--- config.mk ---
export PLATFORM = sky130hd
export DESIGN_NAME = cds_line_sequencer
export DESIGN_NICKNAME = d
export VERILOG_FILES = /design/src/rtl/cds_seq_pkg.sv /design/src/rtl/az_phase_fsm.sv /design/src/rtl/az_out_reg.sv /design/src/rtl/cds_line_sequencer.sv
export SDC_FILE = /design/constraint.sdc
export NUM_CORES = 1
export LEC_CHECK = 0
export BUFFER_PORTS_ARGS = -buffer_cell sky130_fd_sc_hd__buf_2
export CAP_MARGIN = 10
export CORE_ASPECT_RATIO = 1.5
export CORE_MARGIN = 4
export CORE_UTILIZATION = 57
export DETAILED_ROUTE_END_ITERATION = 8
export PLACE_DENSITY = 0.77
export SYNTH_ARGS = -nofsm -noshare
export SYNTH_HDL_FRONTEND = slang
export SYNTH_SLANG_ARGS = --single-unit
--- constraint.sdc ---
create_clock -name clk -period 4.5 [get_ports clk]
set_input_delay 0.45 -clock clk [delete_from_list [all_inputs] [get_ports clk]]
set_output_delay 0.45 -clock clk [all_outputs]
set_load 0.02 [all_outputs]
--- src/rtl/cds_seq_pkg.sv ---
package cds_seq_pkg;
  typedef enum logic [2:0] {
    ST_IDLE   = 3'd0,
    ST_MUXGAP = 3'd1,
    ST_AZ     = 3'd2,
    ST_AZGAP  = 3'd3,
    ST_SETTLE = 3'd4,
    ST_RAMP   = 3'd5,
    ST_DONE   = 3'd6
  } seq_state_e;
endpackage

--- src/rtl/az_phase_fsm.sv ---
module az_phase_fsm
  import cds_seq_pkg::*;
#(
  parameter int LEN_W   = 4,
  parameter int CNT_W   = 14,
  parameter int RST_CNT = 256,
  parameter int SIG_CNT = 4096
) (
  input  logic             clk,
  input  logic             rst_n,
  input  logic             line_start,
  input  logic [LEN_W-1:0] dead_len,
  input  logic [LEN_W-1:0] az_len,
  input  logic [LEN_W-1:0] settle_len,
  output seq_state_e       state_d,
  output logic             phase_d,
  output logic [CNT_W-1:0] cnt_d,
  output logic             accept,
  output logic             busy
);
  localparam logic [CNT_W-1:0] RAMP0_LEN = CNT_W'(RST_CNT);
  localparam logic [CNT_W-1:0] RAMP1_LEN = CNT_W'(RST_CNT + SIG_CNT);
  localparam logic [LEN_W-1:0] LEN_ONE   = LEN_W'(1);

  seq_state_e       state_q;
  logic             phase_q;
  logic [CNT_W-1:0] cnt_q;
  logic [LEN_W-1:0] dead_q, az_q, settle_q;
  logic [CNT_W-1:0] len_cur;
  logic             last;

  assign busy   = (state_q != ST_IDLE);
  assign accept = line_start && !busy;

  // lengths captured at acceptance, zero promoted to one
  always_ff @(posedge clk or negedge rst_n) begin
    if (!rst_n) begin
      dead_q   <= LEN_ONE;
      az_q     <= LEN_ONE;
      settle_q <= LEN_ONE;
    end else if (accept) begin
      dead_q   <= (dead_len   == '0) ? LEN_ONE : dead_len;
      az_q     <= (az_len     == '0) ? LEN_ONE : az_len;
      settle_q <= (settle_len == '0) ? LEN_ONE : settle_len;
    end
  end

  always_comb begin
    case (state_q)
      ST_MUXGAP, ST_AZGAP: len_cur = CNT_W'(dead_q);
      ST_AZ:               len_cur = CNT_W'(az_q);
      ST_SETTLE:           len_cur = CNT_W'(settle_q);
      ST_RAMP:             len_cur = phase_q ? RAMP1_LEN : RAMP0_LEN;
      default:             len_cur = CNT_W'(1);
    endcase
  end

  assign last = (cnt_q == len_cur - CNT_W'(1));

  always_comb begin
    state_d = state_q;
    phase_d = phase_q;
    cnt_d   = last ? '0 : cnt_q + CNT_W'(1);
    case (state_q)
      ST_IDLE: begin
        cnt_d = '0;
        if (accept) begin
          state_d = ST_MUXGAP;
          phase_d = 1'b0;
        end
      end
      ST_MUXGAP: if (last) state_d = ST_AZ;
      ST_AZ:     if (last) state_d = ST_AZGAP;
      ST_AZGAP:  if (last) state_d = ST_SETTLE;
      ST_SETTLE: if (last) state_d = ST_RAMP;
      ST_RAMP: begin
        if (last) begin
          if (phase_q) begin
            state_d = ST_DONE;
          end else begin
            state_d = ST_MUXGAP;
            phase_d = 1'b1;
          end
        end
      end
      ST_DONE: begin
        state_d = ST_IDLE;
        cnt_d   = '0;
      end
      default: begin
        state_d = ST_IDLE;
        cnt_d   = '0;
      end
    endcase
  end

  always_ff @(posedge clk or negedge rst_n) begin
    if (!rst_n) begin
      state_q <= ST_IDLE;
      phase_q <= 1'b0;
      cnt_q   <= '0;
    end else begin
      state_q <= state_d;
      phase_q <= phase_d;
      cnt_q   <= cnt_d;
    end
  end
endmodule

--- src/rtl/az_out_reg.sv ---
module az_out_reg
  import cds_seq_pkg::*;
#(
  parameter int ROWS    = 8,
  parameter int ROW_W   = 3,
  parameter int CNT_W   = 14,
  parameter int RST_CNT = 256
) (
  input  logic             clk,
  input  logic             rst_n,
  input  seq_state_e       state_d,
  input  logic             phase_d,
  input  logic [CNT_W-1:0] cnt_d,
  input  logic             accept,
  input  logic [ROW_W-1:0] row_idx,
  output logic [ROWS-1:0]  row_sel,
  output logic             rst_sel,
  output logic             tx_sel,
  output logic             az_phi1,
  output logic             az_phi2,
  output logic             ramp_en,
  output logic             rcnt_en,
  output logic             scnt_en,
  output logic             scan_done
);
  logic [ROW_W-1:0] row_hold_q, row_cur;
  logic [ROWS-1:0]  row_sel_d;
  logic             active, in_phase;

  always_ff @(posedge clk or negedge rst_n) begin
    if (!rst_n)      row_hold_q <= '0;
    else if (accept) row_hold_q <= row_idx;
  end

  assign row_cur = accept ? row_idx : row_hold_q;
  assign active  = (state_d != ST_IDLE);

  for (genvar i = 0; i < ROWS; i++) begin : g_row
    assign row_sel_d[i] = active && (row_cur == ROW_W'(i));
  end

  assign in_phase = (state_d == ST_AZ) || (state_d == ST_AZGAP) ||
                    (state_d == ST_SETTLE) || (state_d == ST_RAMP);

  // outputs registered from the next state: glitch-free strobes
  always_ff @(posedge clk or negedge rst_n) begin
    if (!rst_n) begin
      row_sel   <= '0;
      rst_sel   <= 1'b0;
      tx_sel    <= 1'b0;
      az_phi1   <= 1'b0;
      az_phi2   <= 1'b0;
      ramp_en   <= 1'b0;
      rcnt_en   <= 1'b0;
      scnt_en   <= 1'b0;
      scan_done <= 1'b0;
    end else begin
      row_sel   <= row_sel_d;
      rst_sel   <= in_phase && !phase_d;
      tx_sel    <= in_phase && phase_d;
      az_phi1   <= (state_d == ST_AZ);
      az_phi2   <= (state_d == ST_SETTLE) || (state_d == ST_RAMP);
      ramp_en   <= (state_d == ST_RAMP);
      rcnt_en   <= (state_d == ST_RAMP) && !phase_d;
      scnt_en   <= (state_d == ST_RAMP) && phase_d && (cnt_d >= CNT_W'(RST_CNT));
      scan_done <= (state_d == ST_DONE);
    end
  end
endmodule

--- src/rtl/cds_line_sequencer.sv ---
module cds_line_sequencer
  import cds_seq_pkg::*;
#(
  parameter int ROWS    = 8,
  parameter int LEN_W   = 4,
  parameter int RST_CNT = 256,
  parameter int SIG_CNT = 4096,
  parameter int ROW_W   = $clog2(ROWS)
) (
  input  logic             clk,
  input  logic             rst_n,
  input  logic             line_start,
  input  logic [ROW_W-1:0] row_idx,
  input  logic [LEN_W-1:0] dead_len,
  input  logic [LEN_W-1:0] az_len,
  input  logic [LEN_W-1:0] settle_len,
  output logic [ROWS-1:0]  row_sel,
  output logic             rst_sel,
  output logic             tx_sel,
  output logic             az_phi1,
  output logic             az_phi2,
  output logic             ramp_en,
  output logic             rcnt_en,
  output logic             scnt_en,
  output logic             scan_done,
  output logic             overrun
);
  localparam int RAMP_W = $clog2(RST_CNT + SIG_CNT + 1);
  localparam int CNT_W  = ((RAMP_W > LEN_W) ? RAMP_W : LEN_W) + 1;

  seq_state_e       state_d;
  logic             phase_d;
  logic [CNT_W-1:0] cnt_d;
  logic             accept, busy;

  az_phase_fsm #(
    .LEN_W(LEN_W), .CNT_W(CNT_W), .RST_CNT(RST_CNT), .SIG_CNT(SIG_CNT)
  ) u_fsm (
    .clk(clk), .rst_n(rst_n), .line_start(line_start),
    .dead_len(dead_len), .az_len(az_len), .settle_len(settle_len),
    .state_d(state_d), .phase_d(phase_d), .cnt_d(cnt_d),
    .accept(accept), .busy(busy)
  );

  az_out_reg #(
    .ROWS(ROWS), .ROW_W(ROW_W), .CNT_W(CNT_W), .RST_CNT(RST_CNT)
  ) u_out (
    .clk(clk), .rst_n(rst_n), .state_d(state_d), .phase_d(phase_d),
    .cnt_d(cnt_d), .accept(accept), .row_idx(row_idx),
    .row_sel(row_sel), .rst_sel(rst_sel), .tx_sel(tx_sel),
    .az_phi1(az_phi1), .az_phi2(az_phi2), .ramp_en(ramp_en),
    .rcnt_en(rcnt_en), .scnt_en(scnt_en), .scan_done(scan_done)
  );

  always_ff @(posedge clk or negedge rst_n) begin
    if (!rst_n)                  overrun <= 1'b0;
    else if (line_start && busy) overrun <= 1'b1;
  end
endmodule

==> impl_metrics.ini, run 1 <==
[route]
vias_per_cell = 5.70
ant_nets = 0
first_pass_iters = 4
wl_met3_um = 185
routed_wl_um = 5330
dr_total_vias = 2098
highest_layer = met4
wl_per_cell_um = 14.5
drt-met1-wl_um = 2110
wl_met2_um = 2880
drcViolationCount = 0
first_iter_violations = 115

[floorplanning]
core_area_sq_um = 4540
pin_count = 35
start_util_pct = 59.4
dieWidth_um = 64.2
rows = 30
die_y_um = 92.3
dieArea_sq_um = 5920

[cells_and_area]
postLayoutCoreUtil_pct = 66.9
area_growth_pct = 12.6
layout_commonest_cell = dfrtp_1
num_antenna_cells = 0
fillCellCount = 385
fin_nets = 325
drive_gt1_share_pct = 21.7
final_cell_mix = 47 x dfrtp_1, 36 x nor2_1, 34 x buf_2

[timing]
rsz0062_at_grt = no
timing.final.ws_setup_ps = 453
slew_headroom_pct = 28.3
setup_viol = 0
tightest_slew_ps = 1080
finalClockSkew_ps = 6.62
min_period_ps = 4050
setup-tns-final_ps = 0
clock.fmax_mhz = 247
finalCritPeriodShare_pct = 89.9
hold_ws_ps = 342
slew_violations = 0
hold_viol_final = 0

[place]
dp_slack_ps = 461
numPortBuffers = 34
gp_congestion = 0.825
place_hpwl_um = 4010

[cts]
cts-root-buf = clkbuf_8
cts.repair.resized = 0
cts_setup_buffers = 0
cts_buffer_depth = 2
clk_pin_slew_ps = 90
cts_made_buffers = 5
h-tree-depth = 2
cts_tree = done
holdBufCountCts = 0
clk_latency_ps = 300
numClockSinks = 50

[worst_setup_path]
worstSetupEndpointType = flop
crit_family = simple AND/OR/NAND/NOR gates
path_cells = nor4bb_1, a211oi_4, ha_1, and3_1, ha_1, xnor2_1, nor4_1, nand4_1, or3_4, a221o_1, or3_1, a211oi_1
worst_r2r_path_depth = 12
crit_fanout = 22
crit_path_frequent_cell = ha_1
cp-start-kind = flop
critPathSlowestCell = dfrtp_1
critical_path_class = flop to flop
cp.depth = 12
max_stage_delay_ps = 580
required_ps = 4710
cp.arrival_ps = 4260
crit_buf_inv = 0

[yosys]
netlist_area_sq_um = 2700
syn_inst = 274
yosysSeqAreaShare_pct = 46.5
ys_ff_latch = 50
synthDominantAreaCellType = dfrtp_1
syn_nets = 296
ys_types = 54
yosys-top-cells-area = dfrtp_1 44%, nor2_1 5.0%, mux2_2 4.6%
ys_warn_count = 0
synth_ff_type = dfrtp_1
synth_top_area_share_pct = 43.6
ys_async_sr_fraction_pct = 100
synth-edff-count = 0
synth.avg_cell_area_sq_um = 9.85

[run_status]
outcome = completed

[worst_hold_path]
hp-class = primary input to async pin

[pwr]
p_leak_nw = 1.40
power.density_nw_per_um2 = 703
ir_drop_mv = 0.355
finalPower_mw = 2.14

[grt]
grt_usage_pct = 19.7
antenna_found_initial = 0
grt_pass1_wl_um = 9200
gr-total-overflow = 0
grt_max_degree = 51
grt_pass1_vias = 2083

[flow_run]
drv_cap = 0
worst register-to-register path, stage by stage (launching register included):
cell and delay [ps]:
dfrtp_1 580, nor4bb_1 530, a211oi_4 100, ha_1 250, and3_1 160, ha_1 300, xnor2_1 120, nor4_1 320
nand4_1 140, or3_4 390, a221o_1 420, or3_1 410, a211oi_1 230
final timing paths:
path	start	to	slack (ps)
setup / recovery	u_fsm.state_q[0]	u_out.rcnt_en	450
hold / removal	rst_n	u_fsm.cnt_q[2]	340
setup reg to reg	u_fsm.state_q[0]	u_out.rcnt_en	450
hold reg to reg	overrun	overrun	490
max in group asynchronous	rst_n	u_out.row_hold_q[2]	3500
min in group clk	az_len[1]	u_fsm.az_q[1]	390
stage by stage:
| step | cell area, sq um | std cells |
|---|---|---|
| 6_report | 3040 | 368 |
| 5_1_grt | 3040 | 368 |
| 4_1_cts | 3040 | 368 |
| 3_5_place_dp | 2900 | 360 |
| 3_3_place_gp | 2900 | 360 |
| 2_1_floorplan | 2700 | 274 |
state kept, by name, summed over array words and instances (netlist names):
register,cells
overrun,1
u_fsm.az_q,4
u_fsm.cnt_q,14
u_fsm.dead_q,4
u_fsm.phase_q,1
u_fsm.settle_q,4
u_fsm.state_q,3
u_out.az_phi1,1
u_out.az_phi2,1
u_out.ramp_en,1
u_out.rcnt_en,1
u_out.row_hold_q,3
u_out.row_sel,8
u_out.rst_sel,1
u_out.scan_done,1
u_out.scnt_en,1
u_out.tx_sel,1
layout make-up:
type / instances / area, sq um / area share [%]
clock inverters: 2 / 60.1 / 1.98
well taps: 64 / 80.1 / 2.64
clock buffers: 6 / 82.6 / 2.72
multi-input cells: 200 / 1330 / 43.9
repair buffers: 37 / 193 / 6.34
inverters: 9 / 33.8 / 1.11
flip-flops and latches: 50 / 1250 / 41.3
cell usage after synthesis (3+ instances only):
library cell and number:
a21oi_1 10, a22oi_1 3, and2_1 5, and3_1 6, buf_2 3, clkbuf_1 10, dfrtp_1 47, dfstp_2 3
ha_1 4, inv_1 9, mux2_2 11, mux2i_1 3, nand2_1 17, nand2b_1 4, nand3_1 5, nand4_1 7
nor2_1 36, nor2b_1 6, nor3_1 11, nor4bb_1 3, o21ai_0 9, xnor2_1 12, xor2_1 9
power breakdown:
group / total, mW / switching, mW / internal (mW)
Sequential: 0.727 / 0.116 / 0.611
Clock: 0.384 / 0.147 / 0.237
Combinational: 1.02 / 0.600 / 0.425
cell families after synthesis:
| logic type | share of synthesized area, % |
|---|---|
| and+or+nand+nor | 23.7 |
| DFF | 46.5 |
| AOI/OAI and AO/OA | 11.3 |
| buffers and inverters | 4.04 |
| xor gates and xnor gates | 6.82 |
| muxes | 5.71 |
| adders and majority gates | 1.86 |
metal layers:
layer,track usage [%],vias up
li1,-,1021
met1,22.1,1012
met2,35.5,49
met3,3.43,16
met4,8.99,0
met5,0,-
(Power assumes the default switching activity.)
==> inputs of run 2 (changes only) <==
Settings changed: SYNTH_HIERARCHICAL from default to 1.
==> impl_metrics.ini, run 2 <==
[run_status]
outcome = completed

[cts]
h-tree-depth = 2
numClockSinks = 50
clk_latency_ps = 300
cts_tree = done
cts-root-buf = clkbuf_8
cts_buffer_depth = 2
cts_setup_buffers = 0
cts_made_buffers = 5
clk_pin_slew_ps = 90

[yosys]
synth_ff_type = dfrtp_1
syn_inst = 234
ys_async_sr_fraction_pct = 100
synth_top_area_share_pct = 47.3
synth-edff-count = 0
synth.avg_cell_area_sq_um = 10.6
yosysSeqAreaShare_pct = 50.5
post-synth-top-count-cell = dfrtp_1
ys_warn_count = 6
ys_types = 50
synthTopCellsByCount = 47 x dfrtp_1, 27 x nor2_1, 12 x nand3_1
netlist_area_sq_um = 2490
synthDominantAreaCellType = dfrtp_1
ys_ff_latch = 50
yosys-top-cells-area = dfrtp_1 47%, mux2_2 4.1%, nor2_1 4.1%
syn_nets = 257

[worst_setup_path]
critical_path_class = flop to flop
required_ps = 4690
cp.arrival_ps = 4190
worst_r2r_path_depth = 17
rrSetupSlack_ps = 500
r2r-end = u_out/scnt_en
cp-start-kind = flop
crit_fanout = 15
reg2reg_from = u_fsm/state_q[1]
worstSetupEndpointType = flop

[route]
wl_met3_um = 150
first_iter_violations = 77
dr_total_vias = 1827
vias_per_cell = 5.80
highest_layer = met4
drcViolationCount = 0
first_pass_iters = 5
routed_wl_um = 4830
drt-met1-wl_um = 1980
wl_met2_um = 2610
wl_per_cell_um = 15.3
ant_nets = 0

[pwr]
combPwrFrac_pct = 47.0
ir_drop_mv = 0.512
power.density_nw_per_um2 = 685
p_leak_nw = 1.33
clockPowerShare_pct = 14.2
swShare_pct = 41.5
p_seq_share_pct = 38.8
intPower_mw = 1.12
p_switching_uw = 794

[cells_and_area]
postLayoutCoreUtil_pct = 66.4
top_register = u_fsm/cnt_q
num_antenna_cells = 0
fin_nets = 291
area_growth_pct = 12.4
drive_gt1_share_pct = 26.4
largest_register_ffs = 14
layout_commonest_cell = dfrtp_1
biggestRegsByFlops = u_fsm/cnt_q x14, u_out/row_sel x8
final_cell_mix = 46 x dfrtp_1, 34 x buf_2, 27 x nor2_1

[grt]
grt_usage_pct = 20.1
grt_pass1_wl_um = 8250
antenna_found_initial = 0
grt_max_degree = 51
gr-total-overflow = 0
grt_pass1_vias = 1878

[timing]
tightest_slew_ps = 1040
min_period_ps = 4000
clock.fmax_mhz = 250
hold_ws_ps = 323
rsz0062_at_grt = no
hold_viol_final = 0
finalCritPeriodShare_pct = 88.9
setup-tns-final_ps = 0
slew_violations = 0
setup_viol = 0
timing.final.ws_setup_ps = 499
slew_headroom_pct = 30.9
finalClockSkew_ps = 7.98

[place]
place_hpwl_um = 3650
dp_slack_ps = 324
gp_congestion = 0.827
numPortBuffers = 34

[worst_hold_path]
hp-class = primary input to async pin

[floorplanning]
start_util_pct = 59.1
rows = 29
dieArea_sq_um = 5500
pin_count = 35
dieWidth_um = 61.9
die_y_um = 88.9
core_area_sq_um = 4210

[flow_run]
drv_cap = 0
==> run 2: cell type report <==
| type | instances | area [sq um] |
|---|---|---|
| Clock buffer | 6 | 82.6 |
| Multi-Input combinational cell | 165 | 1160 |
| Fill cell | 350 | 1420 |
| Inverter | 10 | 37.5 |
| Clock inverter | 2 | 16.3 |
| Tap cell | 46 | 57.6 |
| Sequential cell | 50 | 1260 |
| Timing Repair Buffer | 36 | 185 |
==> run 2: critical path, stage by stage (launching register included) <==
cell and delay (ps):
dfrtp_1 590, nand2b_1 130, o221ai_1 240, nand2_1 130, inv_1 80, ha_1 230, nand4_1 130, nor2_1 190
ha_1 270, xor2_1 130, nand4_1 90, nor2_1 110, and4b_1 270, nand3_4 120, nand2_2 220, nor2_1 110
or4_1 530, o311a_1 300
==> run 2: metrics by stage <==
step / power [mW] / instances / instance area, sq um
after floorplan: 1.41 / 234 / 2490
final: 1.91 / 315 / 2790
after CTS: 1.92 / 315 / 2790
after detailed placement: 1.64 / 307 / 2690
after global placement: 1.61 / 307 / 2690
after global routing: 2.06 / 315 / 2790
==> run 2: logic make-up after synthesis <==
kind of cell / share of synthesized area [%]
buffers and inverters: 3.02
adders and majority gates: 2.52
muxes: 6.54
xor gates and xnor gates: 7.40
AOI/OAI and AO/OA: 5.84
and+or+nand+nor: 24.2
DFF: 50.5
==> run 2: worst max path at each step <==
stage                    endpoint  slack (ps)  depth (start not counted)              from
floorplan           u_out/scnt_en         790                         19  u_fsm/state_q[0]
global placement    u_out/scnt_en         480                         17  u_fsm/state_q[0]
detailed placement  u_out/scnt_en         320                         17  u_fsm/state_q[0]
CTS                 u_out/scnt_en         290                         17  u_fsm/state_q[0]
global route        u_out/rst_sel         110                         18  u_fsm/state_q[1]
finish              u_out/scnt_en         500                         17  u_fsm/state_q[1]
==> run 2: what timing repair did <==
action                                 4_1_cts  5_1_grt
setup endpoints to repair                    0        1
endpoints found under the hold margin        0        0
gates resized for setup                      0        2
hold buffers                                 0        0
==> run 2: power by group through the flow <==
stage          sequential (mW)  clock [mW]  combinational [mW]
2_1_floorplan            0.750           0               0.657
3_3_place_gp             0.743           0               0.868
3_5_place_dp             0.750           0               0.894
4_1_cts                  0.742       0.277               0.901
5_1_grt                  0.769       0.295               0.996
6_report                 0.743       0.271               0.899
==> run 2: metal layers <==
layer  vias to the layer above  GRT usage [%]
li1                        890              -
met1                       898           24.4
met2                        29           35.2
met3                        10           3.65
met4                         0           6.37
met5                         -              0
==> inputs of run 3 (changes only) <==
Settings changed: SETUP_SLACK_MARGIN from default to 0.05.
Clock period 4.5 ns to 4.7 ns, I/O delays scaled along.
==> impl_metrics.ini, run 3 (same netlist as run 2, synthesis figures left out) <==
[run_status]
outcome = completed

[floorplanning]
core_area_sq_um = 4210
pin_count = 35
die_y_um = 88.9
dieWidth_um = 61.9
start_util_pct = 59.1
dieArea_sq_um = 5500
rows = 29

[worst_setup_path]
cp-endpoint = u_out/scnt_en
worst_r2r_path_depth = 17
crit_fanout = 18
worstSetupEndpointType = flop
cp.arrival_ps = 4370
startpoint = u_fsm/state_q[0]
critical_path_class = flop to flop
rrSetupSlack_ps = 530
critPathSlowestCell = dfrtp_1
reg2reg_from = u_fsm/state_q[0]
cp-start-kind = flop
max_stage_delay_ps = 550
crit_family = simple AND/OR/NAND/NOR gates
r2r-end = u_out/scnt_en
crit_path_frequent_cell = nor2_1
crit_buf_inv = 1
required_ps = 4900
cp.depth = 17
path_cells = nand2b_1, o221ai_1, nand2_1, inv_1, ha_1, nand4_1, nor2_1, ha_1, xor2_1, nand4_1, nor2_1, and4b_1, nand3_4, nand2_1, nor2_1, or4_1, o311a_1

[timing]
hold_ws_ps = 335
slew_violations = 0
setup-tns-final_ps = 0
hold_viol_final = 0
min_period_ps = 4170
clock.fmax_mhz = 240
finalClockSkew_ps = 5.73
slew_headroom_pct = 30.1
tightest_slew_ps = 1050
setup_viol = 0
rsz0062_at_grt = no
finalCritPeriodShare_pct = 88.8

[cts]
cts.repair.resized = 0
cts-root-buf = clkbuf_8
holdBufCountCts = 0
cts_tree = done
cts_buffer_depth = 2
cts_setup_buffers = 0
cts_made_buffers = 5
clk_pin_slew_ps = 90
numClockSinks = 50
clk_latency_ps = 310
h-tree-depth = 2

[pwr]
p_leak_nw = 1.32
finalPower_mw = 1.81
ir_drop_mv = 0.431
power.density_nw_per_um2 = 652

[grt]
grt_max_degree = 51
grt_usage_pct = 19.6
grt_pass1_vias = 1814
grt_pass1_wl_um = 7960
gr-total-overflow = 0
antenna_found_initial = 0

[cells_and_area]
drive_gt1_share_pct = 24.7
biggestRegsByFlops = u_fsm/cnt_q x14, u_out/row_sel x8
layout_commonest_cell = dfrtp_1
final_cell_mix = 47 x dfrtp_1, 34 x buf_2, 27 x nor2_1
num_antenna_cells = 0
fin_nets = 289
largest_register_ffs = 14
top_register = u_fsm/cnt_q
area_growth_pct = 11.5

[place]
numPortBuffers = 34
place_hpwl_um = 3500
gp_congestion = 0.866

[route]
first_pass_iters = 4
ant_nets = 0
drcViolationCount = 0
vias_per_cell = 5.75
dr_total_vias = 1801
routed_wl_um = 4780
wl_per_cell_um = 15.3
first_iter_violations = 74

[flow_run]
drv_cap = 0

[worst_hold_path]
hp-class = primary input to async pin
==> run 3: worst min-delay path by stage <==
stage	from	end	slack [ps]	cells past startpoint
finish	rst_n	u_fsm/cnt_q[7]	340	1
global route	settle_len[1]	u_fsm/settle_q[1]	400	2
CTS	rst_n	u_fsm/cnt_q[7]	390	1
detailed placement	overrun	overrun	440	1
global placement	overrun	overrun	440	1
floorplan	rst_n	overrun	170	0
==> run 3: final cells by class <==
class	count	area [sq um]
tap	46	57.6
sequential	50	1250
timing repair buffer	34	170
multi-input combinational	165	1160
clock inverter	1	8.76
fill	349	1440
clock buffer	7	86.3
inverter	10	37.5
==> run 3: metal layers <==
| metal | up-vias | wire length (um) | track usage [%] |
|---|---|---|---|
| li1 | 888 | - | - |
| met1 | 869 | 2010 | 24.1 |
| met2 | 34 | 2490 | 31.6 |
| met3 | 10 | 179 | 5.11 |
| met4 | 0 | 102 | 9.27 |
| met5 | - | 0 | 0 |
==> run 3: power by group <==
group	switching, mW	total [mW]	internal [mW]
combinational	0.478	0.830	0.352
sequential	0.127	0.713	0.586
clock	0.144	0.265	0.122
==> run 3: metrics by stage <==
stage | std cells | cell area (sq um) | util [%] | setup slack (ps)
2_1_floorplan | 234 | 2490 | - | 988
3_3_place_gp | 305 | 2680 | 63.6 | 694
3_5_place_dp | 305 | 2680 | 63.6 | 569
4_1_cts | 313 | 2770 | 65.8 | 531
5_1_grt | 313 | 2770 | 65.8 | 128
6_report | 313 | 2770 | 65.8 | 528
